$ cat config.mk
export PLATFORM = sky130hd
export DESIGN_NAME = uart_host_regs
export DESIGN_NICKNAME = d
export VERILOG_FILES = /design/src/rtl/uart_host_regs.sv
export SDC_FILE = /design/constraint.sdc
export NUM_CORES = 1
export LEC_CHECK = 0
export BUFFER_PORTS_ARGS = -buffer_cell sky130_fd_sc_hd__buf_4
export CAP_MARGIN = 20
export CORE_MARGIN = 3
export CORE_UTILIZATION = 58
export CTS_CLUSTER_DIAMETER = 200
export CTS_CLUSTER_SIZE = 20
export DETAILED_ROUTE_END_ITERATION = 6
export PLACE_DENSITY = 0.84
export SETUP_SLACK_MARGIN = 0.4
export SKIP_LAST_GASP = 1
export SLEW_MARGIN = 0
export SYNTH_ARGS = -nofsm -noshare
export SYNTH_HDL_FRONTEND = slang
export SYNTH_SLANG_ARGS = --single-unit
$ cat constraint.sdc
create_clock -name clk -period 4.9 [get_ports clk]
set_clock_uncertainty 0.15 [all_clocks]
set_input_delay 0.735 -clock clk [delete_from_list [all_inputs] [get_ports clk]]
set_output_delay 0.735 -clock clk [all_outputs]
set_load 0.02 [all_outputs]
$ cat src/rtl/uart_host_regs.sv
module uart_host_regs #(
  parameter int AW = 5,
  parameter int DEPTH = 4,
  parameter logic [7:0] DIV_HI = 8'h12,
  parameter logic [7:0] DIV_LO = 8'h34
) (
  input  logic          clk,
  input  logic          rst_n,
  input  logic [AW-1:0] bus_addr,
  input  logic          bus_wr,
  input  logic          bus_rd,
  input  logic [7:0]    bus_wdata,
  output logic [7:0]    bus_rdata,
  input  logic          rx_valid,
  input  logic [7:0]    rx_data,
  input  logic          rx_break,
  output logic          tx_valid,
  output logic [7:0]    tx_data,
  output logic          irq
);
  localparam int CW = $clog2(DEPTH + 1);
  localparam logic [CW-1:0] FULL = CW'(DEPTH);
  localparam logic [AW-1:0] A_MODE = AW'(8'h00);
  localparam logic [AW-1:0] A_STAT = AW'(8'h04);
  localparam logic [AW-1:0] A_CMD  = AW'(8'h08);
  localparam logic [AW-1:0] A_DATA = AW'(8'h0C);
  localparam logic [AW-1:0] A_INT  = AW'(8'h14);
  localparam logic [AW-1:0] A_DIVH = AW'(8'h18);
  localparam logic [AW-1:0] A_DIVL = AW'(8'h1C);

  logic [7:0]    mode1, mode2, int_mask, tx_hold;
  logic          mode_sel, tx_on, rx_on, tx_empty, db_flag;
  logic [7:0]    fifo [DEPTH];
  logic [CW-1:0] cnt;

  logic [7:0]    n_mode1, n_mode2, n_mask, n_hold;
  logic          n_sel, n_tx_on, n_rx_on, n_empty, n_db, n_send;
  logic [7:0]    n_fifo [DEPTH];
  logic [CW-1:0] n_cnt;
  logic          n_rxint, n_irq;

  wire rx_ready  = (cnt != '0);
  wire fifo_full = (cnt == FULL);
  wire rx_int    = mode1[6] ? fifo_full : rx_ready;
  wire [7:0] stat    = {4'b0, tx_empty, tx_on, fifo_full, rx_ready};
  wire [7:0] isr_now = {5'b0, db_flag, rx_int, tx_on};
  wire wr_cmd  = bus_wr && bus_addr == A_CMD;
  wire [2:0] misc = bus_wdata[6:4];
  wire accept  = rx_valid && !rx_break && rx_on && !fifo_full;

  always_comb begin
    bus_rdata = 8'h00;
    if (bus_rd) begin
      case (bus_addr)
        A_MODE: bus_rdata = mode_sel ? mode2 : mode1;
        A_STAT: bus_rdata = stat;
        A_DATA: bus_rdata = rx_ready ? fifo[0] : 8'h00;
        A_INT:  bus_rdata = isr_now;
        A_DIVH: bus_rdata = DIV_HI;
        A_DIVL: bus_rdata = DIV_LO;
        default: bus_rdata = 8'h00;
      endcase
    end
  end

  always_comb begin
    n_mode1 = mode1; n_mode2 = mode2; n_sel = mode_sel; n_mask = int_mask;
    n_hold = tx_hold; n_tx_on = tx_on; n_rx_on = rx_on; n_empty = tx_empty;
    n_db = db_flag; n_cnt = cnt; n_send = 1'b0;
    for (int i = 0; i < DEPTH; i++) n_fifo[i] = fifo[i];

    if (bus_rd && bus_addr == A_DATA && rx_ready) begin
      for (int i = 0; i < DEPTH - 1; i++) n_fifo[i] = fifo[i + 1];
      n_cnt = cnt - 1'b1;
    end

    if (bus_wr) begin
      case (bus_addr)
        A_MODE: begin
          if (mode_sel) n_mode2 = bus_wdata; else n_mode1 = bus_wdata;
          n_sel = 1'b1;
        end
        A_DATA: begin
          n_hold = bus_wdata;
          n_empty = 1'b0;
        end
        A_INT: n_mask = bus_wdata;
        default: ;
      endcase
    end

    if (wr_cmd) begin
      case (misc)
        3'd1: n_sel = 1'b0;
        3'd2: begin n_rx_on = 1'b0; n_cnt = '0; end
        3'd3: begin n_tx_on = 1'b0; n_empty = 1'b1; end
        3'd5: n_db = 1'b0;
        default: ;
      endcase
      case (bus_wdata[3:2])
        2'd1: n_tx_on = 1'b1;
        2'd2: n_tx_on = 1'b0;
        default: ;
      endcase
      case (bus_wdata[1:0])
        2'd1: n_rx_on = 1'b1;
        2'd2: n_rx_on = 1'b0;
        default: ;
      endcase
    end

    if (n_tx_on && !n_empty) begin
      n_send = 1'b1;
      n_empty = 1'b1;
    end

    if (rx_break) begin
      n_db = 1'b1;
      if (n_cnt == FULL) n_fifo[DEPTH-1] = 8'h00;
      else begin
        for (int i = 0; i < DEPTH; i++)
          if (CW'(i) == n_cnt) n_fifo[i] = 8'h00;
        n_cnt = n_cnt + 1'b1;
      end
    end else if (accept && n_cnt != FULL) begin
      for (int i = 0; i < DEPTH; i++)
        if (CW'(i) == n_cnt) n_fifo[i] = rx_data;
      n_cnt = n_cnt + 1'b1;
    end

    n_rxint = n_mode1[6] ? (n_cnt == FULL) : (n_cnt != '0);
    n_irq = |({5'b0, n_db, n_rxint, n_tx_on} & n_mask);
  end

  always_ff @(posedge clk) begin
    if (!rst_n) begin
      mode1 <= '0; mode2 <= '0; mode_sel <= 1'b0; int_mask <= '0;
      tx_hold <= '0; tx_on <= 1'b0; rx_on <= 1'b0; tx_empty <= 1'b1;
      db_flag <= 1'b0; cnt <= '0; irq <= 1'b0;
      tx_valid <= 1'b0; tx_data <= '0;
      for (int i = 0; i < DEPTH; i++) fifo[i] <= '0;
    end else begin
      mode1 <= n_mode1; mode2 <= n_mode2; mode_sel <= n_sel; int_mask <= n_mask;
      tx_hold <= n_hold; tx_on <= n_tx_on; rx_on <= n_rx_on; tx_empty <= n_empty;
      db_flag <= n_db; cnt <= n_cnt; irq <= n_irq;
      tx_valid <= n_send;
      if (n_send) tx_data <= n_hold;
      for (int i = 0; i < DEPTH; i++) fifo[i] <= n_fifo[i];
    end
  end

  a_r9_count_bound: assert property (@(posedge clk) disable iff (!rst_n)
    cnt <= FULL);
  a_r9_read_pops: assert property (@(posedge clk) disable iff (!rst_n)
    (bus_rd && bus_addr == A_DATA && rx_ready && !rx_valid && !rx_break)
      |=> cnt == $past(cnt) - 1'b1);
  a_r6_no_stalled_byte: assert property (@(posedge clk) disable iff (!rst_n)
    tx_on |-> tx_empty);
  a_r6_send_when_enabled: assert property (@(posedge clk) disable iff (!rst_n)
    tx_valid |-> tx_on);
  a_r4_irq_tracks: assert property (@(posedge clk) disable iff (!rst_n)
    irq == |(isr_now & int_mask));
  a_r10_no_growth: assert property (@(posedge clk) disable iff (!rst_n)
    (!rx_on && !rx_break) |=> cnt <= $past(cnt));
  a_r11_break_flag: assert property (@(posedge clk) disable iff (!rst_n)
    rx_break |=> db_flag);
endmodule

After elaboration in Yosys (flattened, before gate mapping)
Memories as Yosys holds them, arrays and structs flattened.
Index checks and enable logic that the tools add are counted.
W data, S select, Z words.

word-level totals
  register bits after elaboration = 50
  RAM bits = 32
  input bits = 27
  output and inout port bits = 18
  logic and storage cells = 121
  memories kept = 1

memory list
  memory  words  bits a word  rd ports  clocked after memory_dff  wr ports  RTL line  source
  fifo    4      8            4         0                         4         33        logic [7:0] fifo [DEPTH];

operators by class
  $add $sub $neg = 2
  equality and inequality tests = 21
  muxes and demuxes = 55
  bitwise operators = 7
  reductions and logical operators = 21

operator list
  kind                   count
  $mux W8                20
  $mux W32               2
  $mux W24               2
  $pmux W8 S6            1
  $mux W7                3
  $mux W1                19
  $mux W3                6
  $eq A5 B5 Y1 const B   3
  $eq A3 B3 Y1 const B   4
  $eq A5 B4 Y1 const B   2
  $reduce_bool A3 Y1     3
  $and A3 B8 Y8          1
  $logic_and A1 B1 Y1    8
  $reduce_or A8 Y1       1
  $eq A2 B3 Y1 const A   2
  $eq A3 B2 Y1 const B   2
  $reduce_and A3 Y1      2
  $eq A5 B3 Y1 const B   1
  $logic_not A5 Y1       1
  $eq A2 B1 Y1 const B   2
  $eq A2 B2 Y1 const B   2
  $or A1 B1 Y1           4
  $pmux W1 S2            2
  $add A3 B1 Y3 const B  1
  9 further kinds        12

Logic depth before layout (Yosys ltp)
  depth in word-level cells = 14
  depth in mapped cells = 15
  mapped depth without buffers = 14

Least setup slack after synthesis
OpenSTA, ideal clock, no wires.

  kind = input to register
  start = in bus_addr[4]
  end = reg irq
  library setup time = 0.130 ns
  data arrival time = 3.611 ns
  required time = 4.620 ns
  slack = 1.009 ns
  stages on the path = 14
  buffers on the path = 2
  cells stage by stage = buf_6 -> or4b_2 -> or3_1 -> buf_2 -> xnor2_1 -> nand2_1 -> inv_1 -> ha_1 -> ha_1 -> inv_1 -> a221oi_1 -> nor4b_1 -> a32oi_1 -> o211ai_1

between the ends
  cells in the longest elaborated chain, start to end = 14
  elaborated cells on any way between the ends = 29
  those cells by class = 1 x add/sub; 6 x eq/ne; 14 x mux; 1 x bitwise; 7 x reduce/logical

ends and longest elaborated chain
  element                                                                 RTL line  source
  from (decl)                                                             9         input logic [AW-1:0] bus_addr,
  parallel branches: the longest is 12 deep, another holds $add A3 B1 Y3  -
  $and A3 B8 Y8 *                                                         132       n_irq = |({5'b0, n_db, n_rxint, n_tx_on} & n_mask);
  $reduce_or A8 Y1 *                                                      132
  to (signal assigned)                                                    145       db_flag <= n_db; cnt <= n_cnt; irq <= n_irq;
  to (decl)                                                               19        output logic irq

Mark *: on every way between the ends.
A chain may end at the register's enable or synchronous reset.

Final worst setup path
Same ends and word-level chain as after synthesis.

==> results.cfg <==
[final_layout]
layout.nets = 507
area_delta_synth_final_pct = 15.8
final-seq-area_um2 = 1540
n_fill_cell = 523
drive_gt1_share_pct = 17.6
multi_input_comb_area_um2 = 2190
antenna_cells = 0

[timing]
relSlewSlack_pct = 27.6
fin_setup_tns_ns = 0
drv_slew = 0
period_share_pct = 81.8
rsz0062_at_grt = false
setup_violations = 0
hold_viol = 0
fmax_mhz = 250
holdWs_ns = 0.315
tightestPinTransition_ns = 1.08
period_minus_slack_ns = 4.01

[yosys]
yosys.area.top_type = dfxtp_1
synth_fp_nets = 468
async_flop_share_pct = 0
synthCells = 433
synth_warnings = 0
ys.flop_type = dfxtp_1
synth-seq-cells = 77
ys_seq_area_share_pct = 39.7
synth_edf_count = 0
synth_area_leaders = dfxtp_1, mux2i_1, nor2_1
synth_top_area_share_pct = 39.7
synth_area_um2 = 3880
synth_cell_type_count = 58
syn_avg_cell_area_um2 = 8.97

[clocking]
ctsHoldBuffers = 0
post_cts_buffers = 0
clock-root-buffer = clkbuf_8
cts_resized = 0
numCtsBuffers = 9
clkLatencyLatePin_ns = 0.35
h-tree-depth = 3
path_clk_slew_ns = 0.08
cts_tree = built
cts_sinks = 77
cts_buffer_depth = 2

[drt]
wirelength_um = 9560
drt_iter0_drc = 325
drtAntennaViolNets = 0
num_vias = 3391
firstDrtPassIters = 5
post_drt_wl_per_cell_um = 17.3
via_per_inst = 6.12
drc = 0

[critical_path]
critPathCaptureType = flip-flop
worst_ep_arrival_time_ns = 4.09
criticalPathCategory = in2reg
critPathLaunchType = primary input
required_ns = 4.98
path_max_fanout = 17

[floorplanning]
die_height_um = 87.8
die_area_um2 = 7710
core_um2 = 6420
rows = 29
start_util_pct = 60.5
ios = 45
die_w_um = 87.8

[grt]
grt_max_degree = 34
grtUsageTotal_pct = 25.5
grt-ovfl-total = 0
grt_pass1_wl_um = 15300
grt_pass1_vias = 3179
antenna_found_initial = 0

[status]
status = completed

[min_path]
hold_class = reg2reg

[place]
place.port_buffers = 44
place_hpwl_um = 6810
place_congestion = 0.944

[flow_run]
maxCapViolations = 0

[power]
cellPowerDensity_nw_per_um2 = 305
p_leak_nw = 1.98
vdd_drop_max_uv = 198
## area by class of cell
cell class / instances / share of cell area [%]
Clock buffer: 9 / 2.75
Tap cell: 77 / 2.14
Inverter: 14 / 1.17
Multi-Input combinational cell: 320 / 48.7
Sequential cell: 77 / 34.3
Clock inverter: 7 / 2.67
Timing Repair Buffer: 50 / 8.34
## worst paths after layout
kind                           start  slack (ns)                      end  cells after the start
min          fifo[3][0]$_SDFFE_PN0P_        0.31  fifo[3][0]$_SDFFE_PN0P_                      2
max reg2reg        cnt[0]$_SDFF_PN0_        1.32           irq$_SDFF_PN0_                     13
min reg2reg  fifo[3][0]$_SDFFE_PN0P_        0.31  fifo[3][0]$_SDFFE_PN0P_                      2
max                      bus_addr[4]        0.89           irq$_SDFF_PN0_                     12
## registers in the layout (all words and copies together), names as in the netlist
register	cells
tx_data	8
mode1	8
tx_valid	1
rx_on	1
mode2	8
int_mask	3
tx_empty	1
mode_sel	1
db_flag	1
tx_on	1
fifo	32
tx_hold	8
cnt	3
irq	1
## per-layer routing
| metal | vias to the layer above | routed length, um | track usage [%] |
|---|---|---|---|
| met5 | - | 0 | 0 |
| met4 | 0 | 217 | 10.9 |
| met3 | 23 | 626 | 6.21 |
| met2 | 113 | 4420 | 39.2 |
| met1 | 1614 | 4300 | 34.2 |
| li1 | 1641 | - | - |
## stage by stage
step                      std cells  total power, mW  instance area (um^2)  util (%)  setup WS (ns)
final                           554             1.37                  4500      70.0          0.894
after detailed placement        538            0.792                  4250      66.2          0.637
after CTS                       554             1.38                  4500      70.0           1.02
after floorplan                 433            0.740                  3880         -           1.01
after global placement          538            0.788                  4250      66.2          0.884
after global routing            554             1.42                  4500      70.0          0.676
## critical path, stage by stage
cell      delay (ns)
buf_4           0.17
nor4b_2         0.57
nand3_1         0.54
o21ai_0         0.42
inv_1           0.13
ha_1            0.26
ha_1            0.29
inv_1           0.06
a221oi_1        0.43
nor4b_1         0.12
a32oi_1         0.24
o211ai_1        0.12
## kinds of logic (layout without fill, tap and decap cells)
| kind of cell | count (synthesis) | count (layout) | synth area share [%] |
|---|---|---|---|
| and+or+nand+nor | 155 | 155 | 18.9 |
| AOI/OAI and AO/OA | 89 | 89 | 17.1 |
| DFF | 77 | 77 | 39.7 |
| muxes | 63 | 63 | 16.4 |
| buffers and inverters | 36 | 80 | 3.96 |
| adders and majority gates | 8 | 8 | 2.58 |
| xor gates and xnor gates | 5 | 5 | 1.32 |
## cell usage after synthesis (all sizes together), types with 3 or more instances
library cell,instances
a211oi,23
a21oi,9
a22oi,3
a2bb2oi,17
a31o,3
a32oi,3
and3,4
buf,8
clkbuf,14
dfxtp,77
ha,8
inv,14
mux2,6
mux2i,57
nand2,34
nand4b,3
nor2,80
nor2b,4
nor3,6
nor4,4
o211ai,4
o21ai,8
xnor2,4
## cell usage in the layout, fill, tap and decap left out, drive strengths merged, types with 8 or more instances in the layout
cell / n
nor2: 80
clkbuf: 9
a21oi: 9
nand2: 34
a211oi: 23
ha: 8
mux2i: 57
a2bb2oi: 17
inv: 16
buf: 50
o21ai: 8
dfxtp: 77
## where the power goes
part	switching (mW)	internal [mW]	leakage, nW
clock	0.251	0.341	0.120
combinational	0.0880	0.0584	1.23
sequential	0.00364	0.630	0.621
(Power assumes the default switching activity.)
